## src/rtl/fcmp_pkg.sv

```systemverilog
package fcmp_pkg;

  localparam int NZCV_W = 4;

  typedef enum logic [1:0] {
    REL_LT = 2'd0,
    REL_EQ = 2'd1,
    REL_GT = 2'd2,
    REL_UN = 2'd3
  } rel_e;

  // Condition codes, bit order {N,Z,C,V}
  localparam logic [NZCV_W-1:0] CC_LT = 4'b1000;
  localparam logic [NZCV_W-1:0] CC_EQ = 4'b0110;
  localparam logic [NZCV_W-1:0] CC_GT = 4'b0010;
  localparam logic [NZCV_W-1:0] CC_UN = 4'b0011;

  function automatic logic [NZCV_W-1:0] rel_to_cc(input rel_e r);
    case (r)
      REL_LT:  return CC_LT;
      REL_EQ:  return CC_EQ;
      REL_GT:  return CC_GT;
      default: return CC_UN;
    endcase
  endfunction

endpackage

```

## src/rtl/fcmp_classify.sv

```systemverilog
module fcmp_classify #(
  parameter int EXP_W  = 8,
  parameter int FRAC_W = 23
) (
  input  logic [EXP_W+FRAC_W:0] x,
  output logic                  is_nan,
  output logic                  is_snan,
  output logic                  zero_mag
);
  localparam int W = 1 + EXP_W + FRAC_W;

  logic exp_full;
  logic frac_nz;

  assign exp_full = &x[W-2:FRAC_W];
  assign frac_nz  = |x[FRAC_W-1:0];
  assign is_nan   = exp_full & frac_nz;
  // quiet marker is the top fraction bit
  assign is_snan  = is_nan & ~x[FRAC_W-1];
  assign zero_mag = ~|x[W-2:0];

endmodule

```

## src/rtl/fcmp_order.sv

```systemverilog
module fcmp_order #(
  parameter int W = 32
) (
  input  logic [W-1:0] a,
  input  logic [W-1:0] b,
  output logic         lt,
  output logic         eq,
  output logic         gt
);
  logic sign_a;
  logic sign_b;
  logic both_zero;
  logic raw_below;
  logic lt_pick;

  assign sign_a    = a[W-1];
  assign sign_b    = b[W-1];
  assign both_zero = ~|(a[W-2:0] | b[W-2:0]);
  assign raw_below = a < b;

  always_comb begin
    if (sign_a != sign_b) lt_pick = sign_a;
    else                  lt_pick = sign_a ^ raw_below;
  end

  assign eq = (a == b) | both_zero;
  assign lt = ~eq & lt_pick;
  assign gt = ~eq & ~lt_pick;

endmodule

```

## src/rtl/fcmp_flags.sv

```systemverilog
module fcmp_flags
  import fcmp_pkg::*;
#(
  parameter int EXP_W   = 8,
  parameter int FRAC_W  = 23,
  parameter bit REG_OUT = 1'b1
) (
  input  logic                    clk,
  input  logic                    rst_n,
  input  logic [EXP_W+FRAC_W:0]   cmp_d,
  input  logic [EXP_W+FRAC_W:0]   cmp_m,
  input  logic                    strict_nan,
  input  logic                    zero_m,
  output logic [NZCV_W-1:0]       nzcv,
  output logic                    invalid
);
  localparam int W = 1 + EXP_W + FRAC_W;

  logic [1:0][W-1:0] opnd;
  logic [1:0]        nan_v;
  logic [1:0]        snan_v;
  logic [1:0]        zmag_v;

  assign opnd[0] = cmp_d;
  assign opnd[1] = zero_m ? '0 : cmp_m;

  for (genvar g = 0; g < 2; g++) begin : g_cls
    fcmp_classify #(.EXP_W(EXP_W), .FRAC_W(FRAC_W)) u_cls (
      .x        (opnd[g]),
      .is_nan   (nan_v[g]),
      .is_snan  (snan_v[g]),
      .zero_mag (zmag_v[g])
    );
  end

  logic ord_lt, ord_eq, ord_gt;

  fcmp_order #(.W(W)) u_ord (
    .a  (opnd[0]),
    .b  (opnd[1]),
    .lt (ord_lt),
    .eq (ord_eq),
    .gt (ord_gt)
  );

  // named events for the checks
  logic nan_any;
  logic snan_any;
  rel_e rel_c;
  logic [NZCV_W-1:0] cc_c;
  logic inv_c;

  assign nan_any  = |nan_v;
  assign snan_any = |snan_v;

  always_comb begin
    if (nan_any)     rel_c = REL_UN;
    else if (ord_lt) rel_c = REL_LT;
    else if (ord_gt) rel_c = REL_GT;
    else             rel_c = REL_EQ;
  end

  assign cc_c  = rel_to_cc(rel_c);
  assign inv_c = strict_nan ? nan_any : snan_any;

  if (REG_OUT) begin : g_reg
    logic [NZCV_W-1:0] cc_q;
    logic              inv_q;
    logic              armed;

    always_ff @(posedge clk or negedge rst_n) begin
      if (!rst_n) begin
        cc_q  <= '0;
        inv_q <= 1'b0;
        armed <= 1'b0;
      end else begin
        cc_q  <= cc_c;
        inv_q <= inv_c;
        armed <= 1'b1;
      end
    end

    assign nzcv    = cc_q;
    assign invalid = inv_q;

    // registered outputs lag the combinational result by one edge
    a_r10_one_cycle: assert property (@(posedge clk) disable iff (!rst_n)
      armed |-> (nzcv == $past(cc_c)) && (invalid == $past(inv_c)));
  end else begin : g_comb
    assign nzcv    = cc_c;
    assign invalid = inv_c;
  end

  // the order unit reports exactly one relation
  a_r1_one_relation: assert property (@(posedge clk) disable iff (!rst_n)
    $onehot({ord_lt, ord_eq, ord_gt}));

  // a NaN from either classifier forces the unordered code
  a_r2_nan_unordered: assert property (@(posedge clk) disable iff (!rst_n)
    nan_any |-> (cc_c == CC_UN));

  // signalling comparison flags every NaN
  a_r4_strict_any_nan: assert property (@(posedge clk) disable iff (!rst_n)
    (strict_nan && nan_any) |-> inv_c);

  // quiet comparison does not flag quiet NaNs
  a_r3_quiet_no_flag: assert property (@(posedge clk) disable iff (!rst_n)
    (!strict_nan && nan_any && !snan_any) |-> !inv_c);

  // two zero magnitudes compare equal in the order unit
  a_r5_zeros_equal: assert property (@(posedge clk) disable iff (!rst_n)
    (&zmag_v) |-> ord_eq);

  // no NaN means no invalid
  a_r9_no_nan_no_inv: assert property (@(posedge clk) disable iff (!rst_n)
    !nan_any |-> !inv_c);

  // compare-with-zero presents a clean +0 to the classifier
  a_r8_zero_operand: assert property (@(posedge clk) disable iff (!rst_n)
    zero_m |-> (zmag_v[1] && !nan_v[1]));

endmodule

```

## config.mk

```make
export PLATFORM = sky130hd
export DESIGN_NAME = fcmp_flags
export DESIGN_NICKNAME = d
export VERILOG_FILES = /design/src/rtl/fcmp_pkg.sv /design/src/rtl/fcmp_classify.sv /design/src/rtl/fcmp_order.sv /design/src/rtl/fcmp_flags.sv
export SDC_FILE = /design/constraint.sdc
export NUM_CORES = 1
export LEC_CHECK = 0
export ABC_AREA = 1
export BUFFER_PORTS_ARGS = -buffer_cell sky130_fd_sc_hd__buf_2
export CAP_MARGIN = 20
export CORE_ASPECT_RATIO = 1.75
export CORE_UTILIZATION = 35
export DETAILED_ROUTE_END_ITERATION = 12
export GPL_ROUTABILITY_DRIVEN = 1
export PLACE_DENSITY = 0.6
export SYNTH_ARGS = -nofsm -noshare
export SYNTH_HDL_FRONTEND = slang
export SYNTH_HIERARCHICAL = 1
export SYNTH_SLANG_ARGS = --single-unit
```

## constraint.sdc

```tcl
create_clock -name clk -period 0.8 [get_ports clk]
set_clock_uncertainty 0.1 [all_clocks]
set_input_delay 0.04 -clock clk [delete_from_list [all_inputs] [get_ports clk]]
set_output_delay 0.04 -clock clk [all_outputs]
set_load 0.03 [all_outputs]
```

==> metrics.cfg <==
[outcome]
status=finished with violations
violations=negative hold slack, negative setup slack

[final_layout]
layout_commonest_cell=inv_1
mostFrequentLayoutCells=inv_1, buf_4, buf_2
n_antenna_cell=0
final_core_util=0.651
nFillCells=537
nets=663
fin_cells=611
synthToLayoutAreaGrowth_pct=80.6
drive_gt1_frac=0.505

[hold_path]
hold_path_class=in2reg

[critical_path]
worstPathMaxFanout=6
criticalPathCategory=in2reg
cp.required_ns=0.85
start_kind=primary input
worstSetupEndpointType=flop
worst_ep_arrival_time_ns=1.90

[clock_tree]
cts_buffer_depth=2
cts_tree=built
numCtsBuffers=3
clockRootBuffer=clkbuf_8
postCtsHoldBufs=1
clock-sinks=5
htree_num_levels=1
cts.reportedPaths.clkPinSlew_ns=0.03

[sta]
relSlewSlack=0.788
fin_crit_sh=2.31
setup_ws_ns=-1.05
final_hold_viol_count=1
fin_crit_ns=1.85
worst_pin_slew_ns=0.314
setup_viol=10
max_clock_freq_mhz=541
rsz0062_at_grt=yes
finalMaxSlewViolations=0
finalHoldWorstSlack_ns=-0.0482
fin_setup_tns_ns=-4.13

[logic_synthesis]
syn_nets=505
syn_area_per_cell_um2=5.91
ys.warnings.count=6
syn_area_um2=2210
syn-instance-count=374

[drt]
vias=2685
wirelength_mm=6.88
dr.pass1.iters=4
drc=0
viasPerCell=4.39
drt-initial-drc-count=55
wire_per_inst_um=11.3
postRouteAntennaNets=0

[placed_design]
portBuffers=72
dpl.cell_count=596
dp_hpwl_mm=5.25
gp_congestion=0.837

[die]
ios=73
initial_core_util=0.361
rows=38
die-area_um2=6650
die-height_um=107
core_area_um2=6130
die_w_um=62.1

[global_route]
grt_pass1_vias=2540
antenna_found_initial=0
overflow=0
grt_pass1_wl_mm=9.81
grt_max_degree=9
gr-usage-all-layers=0.194

[pwr]
ir_worst_vdd_v=0.000283
cellPowerDensity_nw_per_um2=659
cellLeakagePower_nw=2.21

[job]
maxCapViolCount=0

-- through the flow --
stage | hold WS, ns | setup slack (ns) | cell area [um^2] | power (mW)
2_1_floorplan | -0.356 | -0.998 | 2280 | 1.01
3_3_place_gp | -0.241 | -1.41 | 3250 | 1.64
3_5_place_dp | -0.242 | -1.46 | 3250 | 1.66
4_1_cts | -0.0508 | -1.10 | 3500 | 2.26
5_1_grt | -0.0148 | -1.22 | 4000 | 2.88
6_report | -0.0482 | -1.05 | 4000 | 2.63
-- cell type report --
class	instances	area [um^2]	share of cell area
clock buffer	4	45.0	0.0113
inverter	121	454	0.114
multi-input combinational	245	2160	0.540
sequential	5	125	0.0313
tap	80	100	0.0251
timing repair buffer	156	1110	0.279
-- state kept, by name, indices dropped and copies added, names as in the netlist --
signal and cells:
invalid 1, nzcv 4
-- routing by layer --
layer	global-route usage	vias to the layer above	wire length, um
li1	-	1408	-
met1	0.180	1192	2390
met2	0.400	69	4040
met3	0.0121	16	206
met4	0.0635	0	246
met5	0	-	0
-- critical path, stage by stage --
cell and delay (ns):
buf_12 0.12, buf_8 0.14, nor2_4 0.10, inv_1 0.06, ha_1 0.29, nor2_2 0.14, nor3b_4 0.23, and3_4 0.23
nand2_4 0.05, nand2_2 0.06, nand2_1 0.04, nand2_1 0.07, nor2_2 0.04, or2_1 0.20, nor2_1 0.08
-- where the power goes --
part | switching, mW | total [mW] | internal, mW
registers | 0.00850 | 0.282 | 0.274
clock network | 0.119 | 0.461 | 0.342
logic | 0.929 | 1.89 | 0.960
total | 1.06 | 2.63 | 1.58
-- path summary, 6_finish.rpt --
check / start / end / slack [ns] / cells after the start
max in group asynchronous: rst_n / nzcv[3]$_DFF_PN0_ / 0.39 / 2
max: zero_m / nzcv[2]$_DFF_PN0_ / -1.05 / 15
min in group asynchronous: rst_n / nzcv[2]$_DFF_PN0_ / 0.08 / 2
min: strict_nan / invalid$_DFF_PN0_ / -0.05 / 3
-- repair_timing --
| item | CTS | global route |
|---|---|---|
| endpoints found under the hold margin | 6 | 1 |
| endpoints found under the setup margin | 10 | 10 |
| buffers inserted | 2 | 6 |
| gates cloned | 2 | 0 |
| pin swaps | 19 | 41 |
| gates resized for setup | 46 | 98 |
(Power assumes the default switching activity.)
